--- src/rtl/irq_prio_pkg.sv ---
package irq_prio_pkg;

   // Group that owns a source: contiguous blocks or interleaved by index.
   function automatic int src_grp(input int idx, input int per_grp,
                                  input int n_grp, input bit interleave);
      return interleave ? (idx % n_grp) : (idx / per_grp);
   endfunction

   // Vector offset of a source: base plus a fixed stride per index.
   function automatic int vec_of(input int idx, input int base, input int step);
      return base + idx * step;
   endfunction

endpackage

--- src/rtl/irq_src_bank.sv ---
module irq_src_bank #(
   parameter int NUM_SRC = 8
) (
   input  logic               clk,
   input  logic               rst_n,
   input  logic [NUM_SRC-1:0] src_req,
   input  logic [NUM_SRC-1:0] flag_w1c,
   input  logic [NUM_SRC-1:0] svc_clr,
   input  logic               en_we,
   input  logic [NUM_SRC-1:0] en_wdata,
   output logic [NUM_SRC-1:0] src_flag,
   output logic [NUM_SRC-1:0] src_act
);

   logic [NUM_SRC-1:0] en_q;

   always_ff @(posedge clk or negedge rst_n) begin
      if (!rst_n)     en_q <= '0;
      else if (en_we) en_q <= en_wdata;
   end

   for (genvar i = 0; i < NUM_SRC; i++) begin : g_cell
      logic flag_q;
      // A new request outranks any clear arriving in the same cycle.
      always_ff @(posedge clk or negedge rst_n) begin
         if (!rst_n) flag_q <= 1'b0;
         else        flag_q <= src_req[i] | (flag_q & ~flag_w1c[i] & ~svc_clr[i]);
      end
      assign src_flag[i] = flag_q;
      assign src_act[i]  = flag_q & en_q[i];
   end

endmodule

--- src/rtl/irq_prio_arb.sv ---
module irq_prio_arb #(
   parameter int NUM_SRC    = 8,
   parameter int ARB_ONEHOT = 0,
   localparam int IDX_W     = $clog2(NUM_SRC)
) (
   input  logic [NUM_SRC-1:0] act,
   output logic               win_vld,
   output logic [IDX_W-1:0]   win_idx,
   output logic [NUM_SRC-1:0] win_oh
);

   assign win_vld = |act;

   if (ARB_ONEHOT == 0) begin : g_scan
      // Downward scan: the last hit written is the lowest index.
      always_comb begin
         win_idx = '0;
         for (int i = NUM_SRC - 1; i >= 0; i--) begin
            if (act[i]) win_idx = IDX_W'(i);
         end
      end
      always_comb begin
         win_oh = '0;
         if (win_vld) win_oh[win_idx] = 1'b1;
      end
   end else begin : g_isolate
      // Isolate the lowest set bit, then encode it.
      assign win_oh = act & (~act + 1'b1);
      always_comb begin
         win_idx = '0;
         for (int i = 0; i < NUM_SRC; i++) begin
            if (win_oh[i]) win_idx = win_idx | IDX_W'(i);
         end
      end
   end

endmodule

--- src/rtl/irq_cpu_gate.sv ---
module irq_cpu_gate #(
   parameter int NUM_GRP  = 4,
   parameter int STAT_W   = 16,
   parameter int MODE_BIT = 9
) (
   input  logic               clk,
   input  logic               rst_n,
   input  logic [NUM_GRP-1:0] grp_set,
   input  logic [NUM_GRP-1:0] grp_clr,
   input  logic               msk_we,
   input  logic [NUM_GRP-1:0] msk_wdata,
   input  logic               mode_set,
   input  logic               mode_clr,
   input  logic               hw_ack,
   output logic [NUM_GRP-1:0] pend,
   output logic [NUM_GRP-1:0] msk,
   output logic               cpu_irq,
   output logic [STAT_W-1:0]  stat_reg
);

   logic [NUM_GRP-1:0] pend_q;
   logic [NUM_GRP-1:0] msk_q;
   logic               mode_q;
   logic               irq_q;

   always_ff @(posedge clk or negedge rst_n) begin
      if (!rst_n) pend_q <= '0;
      else        pend_q <= (pend_q | grp_set) & ~grp_clr;
   end

   always_ff @(posedge clk or negedge rst_n) begin
      if (!rst_n)      msk_q <= '0;
      else if (msk_we) msk_q <= msk_wdata;
   end

   // Hardware acknowledge outranks software writes to the mode bit.
   always_ff @(posedge clk or negedge rst_n) begin
      if (!rst_n)        mode_q <= 1'b1;
      else if (hw_ack)   mode_q <= 1'b1;
      else if (mode_set) mode_q <= 1'b1;
      else if (mode_clr) mode_q <= 1'b0;
   end

   always_ff @(posedge clk or negedge rst_n) begin
      if (!rst_n) irq_q <= 1'b0;
      else        irq_q <= (|(pend_q & msk_q)) & ~mode_q;
   end

   always_comb begin
      stat_reg           = '0;
      stat_reg[MODE_BIT] = mode_q;
   end

   assign pend    = pend_q;
   assign msk     = msk_q;
   assign cpu_irq = irq_q;

endmodule

--- src/rtl/irq_prio_ctl.sv ---
module irq_prio_ctl #(
   parameter int NUM_SRC        = 8,
   parameter int NUM_GRP        = 4,
   parameter int GRP_INTERLEAVE = 0,
   parameter int ARB_ONEHOT     = 0,
   parameter int OFS_W          = 16,
   parameter int VEC_BASE       = 16,
   parameter int VEC_STEP       = 2,
   parameter int STAT_W         = 16,
   parameter int MODE_BIT       = 9
) (
   input  logic               clk,
   input  logic               rst_n,
   input  logic [NUM_SRC-1:0] src_req,
   input  logic [NUM_SRC-1:0] flag_w1c,
   input  logic               en_we,
   input  logic [NUM_SRC-1:0] en_wdata,
   input  logic               msk_we,
   input  logic [NUM_GRP-1:0] msk_wdata,
   input  logic               mode_set,
   input  logic               mode_clr,
   input  logic               ack,
   input  logic               ack_trap,
   output logic [NUM_SRC-1:0] src_flag,
   output logic [NUM_GRP-1:0] pend,
   output logic               cpu_irq,
   output logic [STAT_W-1:0]  stat_reg,
   output logic [OFS_W-1:0]   vec_ofs
);

   localparam int IDX_W       = $clog2(NUM_SRC);
   localparam int SRC_PER_GRP = NUM_SRC / NUM_GRP;
   localparam int VEC_MAX     = irq_prio_pkg::vec_of(NUM_SRC - 1, VEC_BASE, VEC_STEP);

   // Elaboration-time parameter checks.
   if (NUM_SRC < 2) begin : g_bad_src
      $error("irq_prio_ctl: NUM_SRC must be at least 2");
   end
   if (NUM_GRP < 1 || (NUM_SRC % NUM_GRP) != 0) begin : g_bad_grp
      $error("irq_prio_ctl: NUM_GRP must divide NUM_SRC");
   end
   if (VEC_BASE < 1 || VEC_STEP < 1) begin : g_bad_vec
      $error("irq_prio_ctl: vector offsets must be non-zero and increasing");
   end
   if (OFS_W < 2 || OFS_W > 30 || (VEC_MAX >> OFS_W) != 0) begin : g_bad_ofs
      $error("irq_prio_ctl: OFS_W too narrow for the vector offsets");
   end
   if (MODE_BIT >= STAT_W) begin : g_bad_mode
      $error("irq_prio_ctl: MODE_BIT outside the status word");
   end

   logic [NUM_SRC-1:0] src_act;
   logic [NUM_SRC-1:0] svc_clr;
   logic               win_vld;
   logic [IDX_W-1:0]   win_idx;
   logic [NUM_SRC-1:0] win_oh;
   logic [NUM_GRP-1:0] grp_set;
   logic [NUM_GRP-1:0] grp_clr;
   logic [NUM_GRP-1:0] msk;
   logic [OFS_W-1:0]   vec_calc;
   logic [OFS_W-1:0]   vec_q;
   logic               hw_ack;

   assign svc_clr = ack ? win_oh : '0;
   assign hw_ack  = ack & ~ack_trap;

   irq_src_bank #(
      .NUM_SRC (NUM_SRC)
   ) u_bank (
      .clk      (clk),
      .rst_n    (rst_n),
      .src_req  (src_req),
      .flag_w1c (flag_w1c),
      .svc_clr  (svc_clr),
      .en_we    (en_we),
      .en_wdata (en_wdata),
      .src_flag (src_flag),
      .src_act  (src_act)
   );

   irq_prio_arb #(
      .NUM_SRC    (NUM_SRC),
      .ARB_ONEHOT (ARB_ONEHOT)
   ) u_arb (
      .act     (src_act),
      .win_vld (win_vld),
      .win_idx (win_idx),
      .win_oh  (win_oh)
   );

   // Fold the winning source onto its group.
   for (genvar g = 0; g < NUM_GRP; g++) begin : g_grp
      logic [NUM_SRC-1:0] memb;
      for (genvar i = 0; i < NUM_SRC; i++) begin : g_memb
         assign memb[i] = (irq_prio_pkg::src_grp(i, SRC_PER_GRP, NUM_GRP,
                                                 GRP_INTERLEAVE != 0) == g);
      end
      assign grp_set[g] = |(win_oh & memb);
   end

   // A real acknowledge retires the winner's group; a phantom one retires all.
   assign grp_clr = !ack ? '0 : (win_vld ? grp_set : {NUM_GRP{1'b1}});

   irq_cpu_gate #(
      .NUM_GRP  (NUM_GRP),
      .STAT_W   (STAT_W),
      .MODE_BIT (MODE_BIT)
   ) u_gate (
      .clk       (clk),
      .rst_n     (rst_n),
      .grp_set   (grp_set),
      .grp_clr   (grp_clr),
      .msk_we    (msk_we),
      .msk_wdata (msk_wdata),
      .mode_set  (mode_set),
      .mode_clr  (mode_clr),
      .hw_ack    (hw_ack),
      .pend      (pend),
      .msk       (msk),
      .cpu_irq   (cpu_irq),
      .stat_reg  (stat_reg)
   );

   always_comb begin
      vec_calc = OFS_W'(irq_prio_pkg::vec_of(int'(win_idx), VEC_BASE, VEC_STEP));
   end

   always_ff @(posedge clk or negedge rst_n) begin
      if (!rst_n)   vec_q <= '0;
      else if (ack) vec_q <= win_vld ? vec_calc : '0;
   end

   assign vec_ofs = vec_q;

endmodule

--- config.mk ---
export PLATFORM = sky130hd
export DESIGN_NAME = irq_prio_ctl
export DESIGN_NICKNAME = d
export VERILOG_FILES = /design/src/rtl/irq_prio_pkg.sv /design/src/rtl/irq_src_bank.sv /design/src/rtl/irq_prio_arb.sv /design/src/rtl/irq_cpu_gate.sv /design/src/rtl/irq_prio_ctl.sv
export SDC_FILE = /design/constraint.sdc
export NUM_CORES = 1
export LEC_CHECK = 0
export BUFFER_PORTS_ARGS = -buffer_cell sky130_fd_sc_hd__buf_2
export CAP_MARGIN = 20
export CORE_ASPECT_RATIO = 1.4
export CORE_MARGIN = 3
export CORE_UTILIZATION = 50
export CTS_BUF_LIST = sky130_fd_sc_hd__clkbuf_8
export CTS_CLUSTER_SIZE = 40
export DETAILED_ROUTE_END_ITERATION = 8
export HOLD_SLACK_MARGIN = 0.02
export PLACE_DENSITY = 0.95
export SKIP_LAST_GASP = 1
export SYNTH_ARGS = -nofsm -noshare
export SYNTH_HDL_FRONTEND = slang
export SYNTH_SLANG_ARGS = --single-unit
--- constraint.sdc ---
create_clock -name clk -period 3.3 [get_ports clk]
set_input_delay 0.495 -clock clk [delete_from_list [all_inputs] [get_ports clk]]
set_output_delay 0.495 -clock clk [all_outputs]
set_load 0.01 [all_outputs]
==> results by stage <==
Status:
- The run finished with clean final reports.

Place:
- Detailed placement finished with a half-perimeter wire length of 2.503 mm.
- In this run, placement finished with an instance count of roughly 240.
- The placed standard-cell area is about 0.0017 sq mm.
- The congestion estimate from routability-driven global placement came to between 0.8 and 0.9.
- Input and output buffers added on the ports amount to 53.

Logic synthesis:
- The library cell occupying the most area in the post-synthesis netlist is sky130_fd_sc_hd__dfrtp_1.
- The fraction of synthesis flops using an asynchronous set or reset pin is 1.000.
- The count of unique library cells instantiated by Yosys is 28.
- The number of instances in the synthesized netlist is between 150 and 200.
- Of the synthesized area, sequential elements account for 0.4677.
- The area share of the largest cell type after synthesis is 0.4514.
- The synthesized area per cell is roughly 10 sq um.
- The dominant synthesized flop cell is sky130_fd_sc_hd__dfrtp_1.
- Counting flops and latches in the post-synthesis netlist gives 30.
- The number of warnings reported in the yosys synthesis log is 0.
- After synthesis, the cell types taking the most area are sky130_fd_sc_hd__dfrtp_1, sky130_fd_sc_hd__buf_4, sky130_fd_sc_hd__mux2_2.
- The synthesized area is between 0.0015 and 0.002 sq mm.
- The number of enable flip-flop cells after synthesis is 0.

Finish:
- The count of inserted antenna diode cells is 0.
- Once layout is done, the placed cells without fillers occupy between 0.0015 and 0.002 sq mm.
- Fill cells in the final layout number 282.
- In the final layout, the share of cells above drive strength 1 is 0.3780.
- The utilization after layout is 0.6146.
- The final layout contains between 200 and 250 nets.
- The area overhead of the layout relative to synthesis is 13.31%.
- The count of cells in the finished layout, fillers not included, comes to between 200 and 250.

Critical path:
- The largest individual stage delay along the critical path comes from the cell sky130_fd_sc_hd__dfstp_2.
- The endpoint type of the worst setup path is a primary output.
- Data on the critical path is required at its endpoint by between 2 and 3 ns.
- The delay contributed by the slowest stage of the critical path is about 0.54 ns.
- Walking the worst path, the cells encountered are buf_2.
- The type of the worst setup path is reg -> out.
- For the worst setup path, the data arrival time is ~0.95 ns.
- Of all nets on the critical path, the largest fanout is 3.
- The total buffers and inverters traversed by the critical path is 1.
- The register-to-register setup slack is between 1.5 and 2 ns.
- The family with the most delay on the worst path is flip-flops.
- The launching element type of the critical path is a flip-flop.

Clocking:
- The number of buffers inserted during clock tree synthesis is 5.
- Post-CTS timing repair inserted 0 buffers for setup.
- The buffer type at the clock tree root is sky130_fd_sc_hd__clkbuf_8.
- The clock input transition at the sequential cells of the worst setup and hold paths is about 0.070 ns.
- TritonCTS built the clock tree.
- Counting every sink on the clock net gives 30.
- The clock passes through at most 2 buffers.
- The number of instances resized during post-cts repair is 0.
- The clock latency on the worst-skew pair is between 0.2 and 0.3 ns.
- For this design, the CTS-stage hold fixing added 0 buffers.
- CTS built an H-tree with a depth of 2.

Die:
- The count of boundary I/O pins is 81.
- In this run the core area contains 23 standard-cell rows.
- The area of the die is 0.003942 sq mm.
- The die span in x is approximately 54 um.
- The total area inside the core boundary comes to slightly below 0.003 sq mm.
- The initial utilization of the core area, before any placement, comes to 0.5424.
- The die is between 70 and 80 um tall.

Job:
- The total of max-cap violations is 0.

Routing:
- After the first detailed-routing iteration, the DRC count stood at 61.
- The post-detailed-route wirelength per cell is between 10 and 15 um.
- The via total after detailed routing is around 1.2k.
- The first detailed-routing pass took 4 iterations.
- After detailed routing, the number of remaining DRC violations is 0.
- Dividing the detail-routed via count by the number of cells gives around 5.0.
- The count of nets left with antenna violations once routing finished came out at 0.
- The total routed wirelength is 3.204 mm.

Timing:
- The post-route clock period utilization is 0.4379.
- The final number of hold-violating endpoints is 0.
- The max-slew headroom at the worst pin is 0.5721.
- The number of pins exceeding their max-slew limit in the final report was 0.
- Across the routed clock network, the largest skew measured is around 0.014 ns.
- The upper clock frequency limit is 0.6920 GHz.
- At the pin with the least slew margin, the transition time is between 0.6 and 0.7 ns.
- The worst path needs 1.445 ns of the cycle, external delays included.
- The count of endpoints failing setup in the final report is 0.
- Setup repair after global routing left no endpoint under its margin.
- The final setup TNS is 0 ns.

Power:
- The clock power share is 0.291.
- The analysis attributes to cell leakage a power of between 0.9 and 1 nW.
- The switching power is 298.6 uW.
- The worst IR drop on VDD is ~350 uV.
- The switching part of the total is 0.3134.
- Of the total power, combinational logic draws 0.227.
- The portion of total power attributed to sequential cells is 0.482.
- The completed layout was analyzed and its total power is 953.0 uW.
- In this run the power density over the cells is approximately 520 mW/mm^2.
- The internal portion of total power is between 600 and 700 uW.

GRT:
- The number of antenna violations at the first check in global routing is 0.
- The first-pass GRT wire length is approximately 4.8 mm.
- After global routing the overflow that remains totals 0.
- The number of global-route vias before repair is 1125.
- The overall fraction of global-route tracks in use is 0.1739.
- Entering global routing, the biggest net connects 31 pins.

Worst hold path:
- The path class of the tightest hold or removal check is in -> async.
==> per-stage QoR <==
stage / hold WS [ns] / setup slack [ns]
after global placement: 0.4897 / 1.906
final: 0.2254 / 1.855
after global routing: 0.2712 / 1.805
after CTS: 0.2319 / 1.844
after detailed placement: 0.5026 / 1.892
after floorplan: 0.1994 / 2.057
==> flip-flops by register name, summed over array words and instances, names as in the netlist <==
register / cells
vec_ofs: 4
u_gate.cpu_irq: 1
u_bank.g_cell.flag_q: 8
u_gate.msk: 4
u_gate.mode_q: 1
u_bank.en_q: 8
u_gate.pend: 4
==> placed cells by master, fill, tap and decap left out, types with 2 or more instances in the layout <==
| master | count |
|---|---|
| sky130_fd_sc_hd__a22oi_1 | 5 |
| sky130_fd_sc_hd__a31o_2 | 2 |
| sky130_fd_sc_hd__nor3_1 | 3 |
| sky130_fd_sc_hd__a31oi_1 | 3 |
| sky130_fd_sc_hd__o21ai_0 | 4 |
| sky130_fd_sc_hd__a22o_1 | 4 |
| sky130_fd_sc_hd__dfrtp_1 | 29 |
| sky130_fd_sc_hd__clkinv_2 | 2 |
| sky130_fd_sc_hd__nand2_1 | 7 |
| sky130_fd_sc_hd__mux2_2 | 12 |
| sky130_fd_sc_hd__nor2_1 | 9 |
| sky130_fd_sc_hd__clkbuf_8 | 5 |
| sky130_fd_sc_hd__a21oi_1 | 19 |
| sky130_fd_sc_hd__inv_1 | 12 |
| sky130_fd_sc_hd__conb_1 | 27 |
| sky130_fd_sc_hd__buf_2 | 53 |
==> worst paths after layout <==
check                                         from                      end  cells after the start
max in group asynchronous                    rst_n  u_bank.g_cell[1].flag_q                      1
setup / recovery                     u_gate.mode_q              stat_reg[9]                      1
min in group clk                          ack_trap            u_gate.mode_q                      2
hold reg to reg                         vec_ofs[4]               vec_ofs[4]                      2
setup reg to reg           u_bank.g_cell[6].flag_q  u_bank.g_cell[6].flag_q                      4
hold / removal                               rst_n  u_bank.g_cell[3].flag_q                      1
==> cell usage after synthesis, types with 2 or more instances <==
| cell | number |
|---|---|
| sky130_fd_sc_hd__buf_4 | 36 |
| sky130_fd_sc_hd__a31o_2 | 2 |
| sky130_fd_sc_hd__a31oi_1 | 3 |
| sky130_fd_sc_hd__nor3_1 | 3 |
| sky130_fd_sc_hd__a21oi_1 | 19 |
| sky130_fd_sc_hd__a22oi_1 | 5 |
| sky130_fd_sc_hd__mux2_2 | 12 |
| sky130_fd_sc_hd__nand2_1 | 7 |
| sky130_fd_sc_hd__o21ai_0 | 4 |
| sky130_fd_sc_hd__clkbuf_1 | 2 |
| sky130_fd_sc_hd__dfrtp_1 | 29 |
| sky130_fd_sc_hd__nor2_1 | 9 |
| sky130_fd_sc_hd__inv_1 | 11 |
| sky130_fd_sc_hd__a22o_1 | 4 |
==> cells by family (layout without fill, tap and decap cells) <==
family,after synthesis,in the layout,share of synthesized area
AO/OA/AOI/OAI,44,44,0.1821
AND/OR/NAND/NOR,24,24,0.06538
other,1,27,0.002332
multiplexers,12,12,0.08405
buffers and inverters,49,72,0.1984
flip-flops,30,30,0.4677
==> power groups by stage <==
stage | sequential [mW] | clock [mW] | combinational [mW]
floorplan | 0.468 | 0 | 0.158
global placement | 0.462 | 0 | 0.211
detailed placement | 0.465 | 0 | 0.217
CTS | 0.458 | 0.285 | 0.218
global route | 0.466 | 0.300 | 0.242
finish | 0.459 | 0.277 | 0.217
==> worst register-to-register path: cells and delay by family, from the launching register on <==
| kind | cells | cell delay, ns |
|---|---|---|
| compound gates | 3 | 0.85 |
| simple gates | 1 | 0.06 |
| flops | 1 | 0.39 |
==> routing by layer <==
metal  track usage  share of wire  vias to the layer above  wire length, um
li1              -              -                      595                -
met1        0.1816           0.37                      570             1181
met2        0.2992           0.52                       63             1673
met3       0.06544          0.096                       10              306
met4       0.07670          0.013                        0               43
met5             0              0                        -                0
==> final cells by class <==
cell class / instances / area [sq um] / share of cell area
inverter: 11 / 41.29 / 0.02266
clock inverter: 3 / 13.76 / 0.007555
clock buffer: 5 / 68.82 / 0.03777
tap: 37 / 46.29 / 0.02541
multi-input combinational: 107 / 634.4 / 0.3482
timing repair buffer: 53 / 265.3 / 0.1456
sequential: 30 / 752.0 / 0.4128
Power figures use the tool's default switching activity.
